File: src/rtl/serial_rx_dbuf.sv
module serial_rx_dbuf #(
  parameter int DATA_W = 8,
  parameter int OSR    = 16,
  parameter int DIV_W  = 12
) (
  input  logic              clk,
  input  logic              rst_n,
  input  logic [DIV_W-1:0]  baud_div,
  input  logic              rxd,
  input  logic              standby,
  input  logic              bus_en,
  input  logic              bus_we,
  output logic [DATA_W-1:0] rd_data,
  output logic              byte_rdy,
  output logic              frame_err
);
  localparam int OS_W = $clog2(OSR);
  localparam int BC_W = $clog2(DATA_W);
  localparam logic [OS_W-1:0] OS_MID  = OS_W'(OSR / 2 - 1);
  localparam logic [OS_W-1:0] OS_LAST = OS_W'(OSR - 1);
  localparam logic [BC_W-1:0] BC_LAST = BC_W'(DATA_W - 1);

  typedef enum logic [2:0] {ST_IDLE, ST_START, ST_DATA, ST_STOP, ST_HOLD} rx_st_t;

  rx_st_t            state;
  logic [1:0]        rx_sync;
  logic              rx_s;
  logic [DIV_W-1:0]  pre_cnt;
  logic              tick;
  logic [OS_W-1:0]   os_cnt;
  logic [BC_W-1:0]   bit_cnt;
  logic [DATA_W-1:0] shreg;
  logic              xfer;
  logic              host_rd;

  assign rx_s    = rx_sync[1];
  assign tick    = (pre_cnt >= baud_div);
  assign xfer    = tick && (state == ST_STOP) && (os_cnt == OS_LAST);
  assign host_rd = bus_en && !bus_we;

  always_ff @(posedge clk or negedge rst_n)
    if (!rst_n) rx_sync <= 2'b11;
    else        rx_sync <= {rx_sync[0], rxd};

  always_ff @(posedge clk or negedge rst_n)
    if (!rst_n)       pre_cnt <= '0;
    else if (standby) pre_cnt <= '0;
    else if (tick)    pre_cnt <= '0;
    else              pre_cnt <= pre_cnt + DIV_W'(1);

  always_ff @(posedge clk or negedge rst_n) begin
    if (!rst_n) begin
      state   <= ST_IDLE;
      os_cnt  <= '0;
      bit_cnt <= '0;
      shreg   <= '0;
    end else if (standby) begin
      state   <= ST_IDLE;
      os_cnt  <= '0;
      bit_cnt <= '0;
      shreg   <= '0;
    end else if (tick) begin
      case (state)
        ST_IDLE:
          if (!rx_s) begin
            state  <= ST_START;
            os_cnt <= '0;
          end
        ST_START:
          if (os_cnt == OS_MID) begin
            os_cnt  <= '0;
            bit_cnt <= '0;
            state   <= rx_s ? ST_IDLE : ST_DATA;
          end else begin
            os_cnt <= os_cnt + OS_W'(1);
          end
        ST_DATA:
          if (os_cnt == OS_LAST) begin
            os_cnt <= '0;
            shreg  <= {rx_s, shreg[DATA_W-1:1]};
            if (bit_cnt == BC_LAST) state <= ST_STOP;
            else                    bit_cnt <= bit_cnt + BC_W'(1);
          end else begin
            os_cnt <= os_cnt + OS_W'(1);
          end
        ST_STOP:
          if (os_cnt == OS_LAST) begin
            os_cnt <= '0;
            state  <= rx_s ? ST_IDLE : ST_HOLD;
          end else begin
            os_cnt <= os_cnt + OS_W'(1);
          end
        ST_HOLD:
          if (rx_s) state <= ST_IDLE;
        default: state <= ST_IDLE;
      endcase
    end
  end

  always_ff @(posedge clk or negedge rst_n) begin
    if (!rst_n) begin
      rd_data   <= '0;
      byte_rdy  <= 1'b0;
      frame_err <= 1'b0;
    end else if (standby) begin
      rd_data   <= '0;
      byte_rdy  <= 1'b0;
      frame_err <= 1'b0;
    end else begin
      frame_err <= xfer && !rx_s;
      if (xfer) begin
        rd_data  <= shreg;
        byte_rdy <= 1'b1;
      end else if (host_rd) begin
        byte_rdy <= 1'b0;
      end
    end
  end
endmodule


File: config.mk
export PLATFORM = sky130hd
export DESIGN_NAME = serial_rx_dbuf
export DESIGN_NICKNAME = d
export VERILOG_FILES = /design/src/rtl/serial_rx_dbuf.sv
export SDC_FILE = /design/constraint.sdc
export NUM_CORES = 1
export LEC_CHECK = 0
export ABC_CLOCK_PERIOD_IN_PS = 6800
export CORE_MARGIN = 2
export CORE_UTILIZATION = 55
export DETAILED_ROUTE_END_ITERATION = 10
export PLACE_DENSITY = 0.79
export SKIP_LAST_GASP = 1
export SLEW_MARGIN = 10
export SYNTH_ARGS = -nofsm -noshare
export SYNTH_HDL_FRONTEND = slang
export SYNTH_SLANG_ARGS = --single-unit
File: constraint.sdc
create_clock -name clk -period 6.8 [get_ports clk]
set_input_delay 1.36 -clock clk [delete_from_list [all_inputs] [get_ports clk]]
set_output_delay 1.36 -clock clk [all_outputs]
set_load 0.02 [all_outputs]
After elaboration in Yosys (flattened, before gate mapping)
Cells that the tools add are included.

$add $sub $neg: 3. $mul: 0. Divide/modulo/power cells: 0. Order comparisons: 1. Equal/unequal tests: 14. Shifts and indexed selects: 0. Multiplexer cells: 35. Bitwise logic cells: 0. Reduce and logical (&&, ||, !) cells: 19.

Operators with widths (count): $mux W8 (6); $mux W3 (14); $mux W12 (2); $mux W4 (5); $ne A3 B3 Y1 const B (6); $pmux W3 S5 (1); $add A12 B1 Y12 const B (1); $ge A12 B12 Y1 (1); $pmux W4 S3 (1); $reduce_bool A2 Y1 (4); $reduce_and A7 Y1 (1); $eq A3 B2 Y1 const B (2); $eq A3 B3 Y1 const B (2); $pmux W3 S2 (1); $reduce_and A3 Y1 (2); $reduce_bool A3 Y1 (2); $reduce_and A5 Y1 (1); $add A4 B1 Y4 const B (1); $eq A4 B3 Y1 const B (1); $eq A4 B4 Y1 const B (1); $logic_and A1 B1 Y1 (4); $mux W1 (4); $reduce_bool A4 Y1 (1); $add A3 B1 Y3 const B (1); 6 further kinds (7).

Register bits: 42. Latch bits: 0. Bits in writable memories: 0. Memory bits (read-only): 0. Input port bits: 18. Output and inout port bits: 10. Logic and storage cells: 81. Memories: 0.

Longest topological paths before layout
Depth in word-level cells: 6. Mapped depth: 9. Mapped depth without buffers: 8.

Least setup slack after synthesis
No wires, ideal clock.

Kind: input port to flip-flop. Start: input baud_div[9]. End: register os_cnt[1]. Library setup time: 125 ps. Arrival: 3003 ps. Data required time: 6675 ps. Path slack: 3673 ps. Stages: 8. Buffers on the path: 0. Path through: inv_1 > ha_1 > a21o_1 > a21o_1 > a211o_1 > a21o_1 > a21oi_2 > mux2_2.

Word-level cells in the longest chain between the ends: 3.

RTL lines: start, declared (RTL line 8) `input logic [DIV_W-1:0] baud_div,`; $ge A12 B12 Y1 (RTL line 37) `assign tick = (pre_cnt >= baud_div);`; $reduce_bool A2 Y1 (no line); $reduce_and A3 Y1 (no line); end signal, assigned (RTL line 75) `os_cnt <= os_cnt + OS_W'(1);`; end signal, assigned (RTL line 84) `os_cnt <= os_cnt + OS_W'(1);`; end signal, assigned (RTL line 91) `os_cnt <= os_cnt + OS_W'(1);`; end, declared (RTL line 30) `logic [OS_W-1:0] os_cnt;`.

No other way between the ends. A chain may end at the register's enable or synchronous reset.

Worst setup path after layout
Start: input standby. End: register os_cnt[3].

Word-level cells in the longest chain between the ends: 2. Elaborated cells on any way between the ends: 5. Those cells by class: eq/ne: 1; mux: 1; reduce/logical: 3.

RTL lines: start, declared (RTL line 10) `input logic standby,`; $ne A3 B3 Y1 (no line) (tied with other cells); $reduce_and A3 Y1 (no line).

Several ways; a longest one is shown, not always the timed one.

==> flow_summary.toml <==
[clock_tree]
cts_resized = 0
clk-insertion-delay-late_ns = 0.30
clockBufferDepth = 2
ctsHoldBuffers = 0
cts_tree = "built"
clkSlewWorstSetupHoldPaths_ns = 0.08
post-cts-setup-buffers = 0
cts.sinks = 42
numCtsBuffers = 5
cts-htree-levels = 2
clock_tree.root_cell = "clkbuf_8"

[route]
drc = 0
via_per_inst = 5.739
detail-route-antenna-nets = 0
drt_iter0_markers = 166
wirelength_um = 4635
firstDrtPassIters = 4
avgRoutedWirePerCell_um = 14.58
dr_total_vias = 1825

[timing]
clock.fmax_mhz = 269.1
rsz0062_at_grt = "false"
post-route-period-util_pct = 54.65
worstMarginPinSlew_ns = 0.9037
hold_viol_final = 0
period_needed_ns = 3.716
clock_skew_ns = 0.008690
setup_viol = 0
drv_slew = 0
setup-tns-final_ns = 0
finalWorstSetupSlack_ns = 3.084
slew_headroom_pct = 39.75

[die]
die_w_um = 69.07
io_pins = 28
core_area_um2 = 4029
chipHeight_um = 69.07
rows = 23
die-area_um2 = 4770
start_util_pct = 57.80

[setup_path]
critPathSlowestCell = "clkdlybuf4s50_1"
critical_path.top_delay_family = "buffers and inverters"
startpoint_type = "input pin"
crit_fanout = 27
crit_type = "input pin to flip-flop"
path_cells = "clkdlybuf4s50_1, clkinv_1, a31oi_1, a21oi_2, a211o_1"
path_buf_inv = 2
critical_path.endpoint_type = "flip-flop"
max_stage_delay_ns = 0.85
worst_ep_arrival_time_ns = 3.90
crit_required_ns = 6.99

[grt]
grt_max_degree = 43
antenna_found_initial = 0
grt-ovfl-total = 0
track_usage_pct = 21.80
grt_pass1_vias = 1814
grt_pass1_wl_um = 8411

[yosys]
synth_ff_type = "dfrtp_1"
syn_area_um2 = 2328
yosys.area_share.simple_pct = 19.24
synth_edf_count = 0
async_flop_share_pct = 100.0
synth_top_family_by_area = "simple AND/OR/NAND/NOR gates"
ys_ff_latch = 42
synth_compound_area_share_pct = 12.84
syn_avg_cell_area_um2 = 9.622
synth_top_area_share_pct = 42.99
synth_common_cells = "40 x dfrtp_1, 29 x nand2_1, 21 x nor2_1"
syn-num-nets = 276
ys_types = 45
synth_top_area_cell = "dfrtp_1"
synth_area_leaders = "dfrtp_1 43%, ha_1 8.6%, mux2i_1 4.7%, nand2_1 4.7%, nor2_1 3.4%"
synth_xor_xnor_area_share_pct = 3.761
ys_warn_count = 0
synth.area.mux_share_pct = 5.696
yosysSeqAreaShare_pct = 45.24
netlist_instances = 242
synth_fa_ha_area_share_pct = 8.598
synth.most_common_cell = "dfrtp_1"

[finish]
postLayoutCoreUtil_pct = 67.14
fin_nets = 301
diodes = 0
area_growth_pct = 16.17
layout-drive-gt1-share_pct = 7.836

[place]
dp_slack_ns = 2.797
dp_hpwl_um = 3303
gp_congestion = 0.8410
io_buffer_count = 27

[flow_run]
drv_cap = 0

[power]
leakagePower_nw = 1.236
worst_ir_drop_vdd_v = 0.0001044
fin_total_pwr_w = 0.0004638
power_density_nw_per_um2 = 171.5

[status]
status = "finished clean"

[worst_hold_path]
holdCritPathClass = "flip-flop to flip-flop"
-- per-stage QoR --
stage                     cells  cell area, um2  hold WS, ns
after floorplan             242            2328       0.3452
after global placement      310            2619       0.3466
after detailed placement    310            2619       0.3488
after CTS                   318            2705       0.3605
after global routing        318            2705       0.3620
final                       318            2705       0.3600
-- logic make-up after synthesis --
family                   Yosys count
AND/OR/NAND/NOR                   91
AO/OA/AOI/OAI                     45
flip-flops                        42
buffers and inverters             25
adder cells (fa/ha/maj)           16
multiplexers                      13
XOR/XNOR                          10
-- path summary, 6_finish.rpt --
path,start,end,slack (ns),cells after the start
max,standby,os_cnt[3],3.08,5
min,rx_sync[0],rx_sync[1],0.36,0
max reg2reg,pre_cnt[0],pre_cnt[7],4.27,8
min reg2reg,rx_sync[0],rx_sync[1],0.36,0
max in group asynchronous,rst_n,pre_cnt[4],5.05,1
min in group asynchronous,rst_n,rd_data[1],1.18,1
-- layer usage --
layer / part of all wire (%) / up-vias / wire [um] / GRT usage [%]
li1: - / 888 / - / -
met1: 44 / 878 / 2061 / 28.79
met2: 48 / 46 / 2234 / 33.01
met3: 4.6 / 13 / 214 / 6.140
met4: 2.7 / 0 / 124 / 10.68
met5: 0 / - / 0 / 0
-- report_power, final --
part	internal [W]	leakage, nW	switching (W)	total, W
combinational	0.0000210	0.615	0.0000264	0.0000474
sequential	0.000254	0.576	0.00000514	0.000259
clock	0.0000724	0.0452	0.0000849	0.000157
total	0.000347	1.24	0.000116	0.000464
-- registers in the layout, indices dropped and copies added (netlist names) --
register	flops
byte_rdy	1
rd_data	8
rx_sync	2
pre_cnt	12
shreg	8
state	3
bit_cnt	3
os_cnt	4
frame_err	1
-- worst register-to-register path: stages (launching register included) --
cell and delay, ns:
dfrtp_1 0.41, inv_1 0.06, ha_1 0.26, nand2b_1 0.16, a2111oi_2 0.39, o21ai_2 0.15
a21oi_4 0.43, nand2_1 0.37, nor2_1 0.22
-- final cells by class --
type | count | area (um2)
Clock buffer | 6 | 72.57
Fill cell | 336 | 1324
Timing Repair Buffer | 28 | 272.8
Multi-Input combinational cell | 175 | 1174
Clock inverter | 2 | 13.76
Sequential cell | 42 | 1054
Inverter | 15 | 56.30
Tap cell | 50 | 62.56
-- layout by cell type (no fill, tap or decap), types with 2 or more instances in the layout --
master / instances
dfrtp_1: 40
nand2_1: 29
clkdlybuf4s50_1: 26
nor2_1: 21
ha_1: 16
a21oi_1: 15
inv_1: 14
nand3_1: 14
mux2i_1: 11
o21ai_0: 10
and3_1: 6
xor2_1: 6
nand2b_1: 5
clkbuf_8: 5
a21o_1: 4
xnor2_1: 4
nand4_1: 3
nor3_1: 3
o211ai_1: 2
a211o_1: 2
or2_2: 2
mux2_2: 2
nand4b_1: 2
dfstp_2: 2
Note: power is estimated with default switching activity, not from simulation.
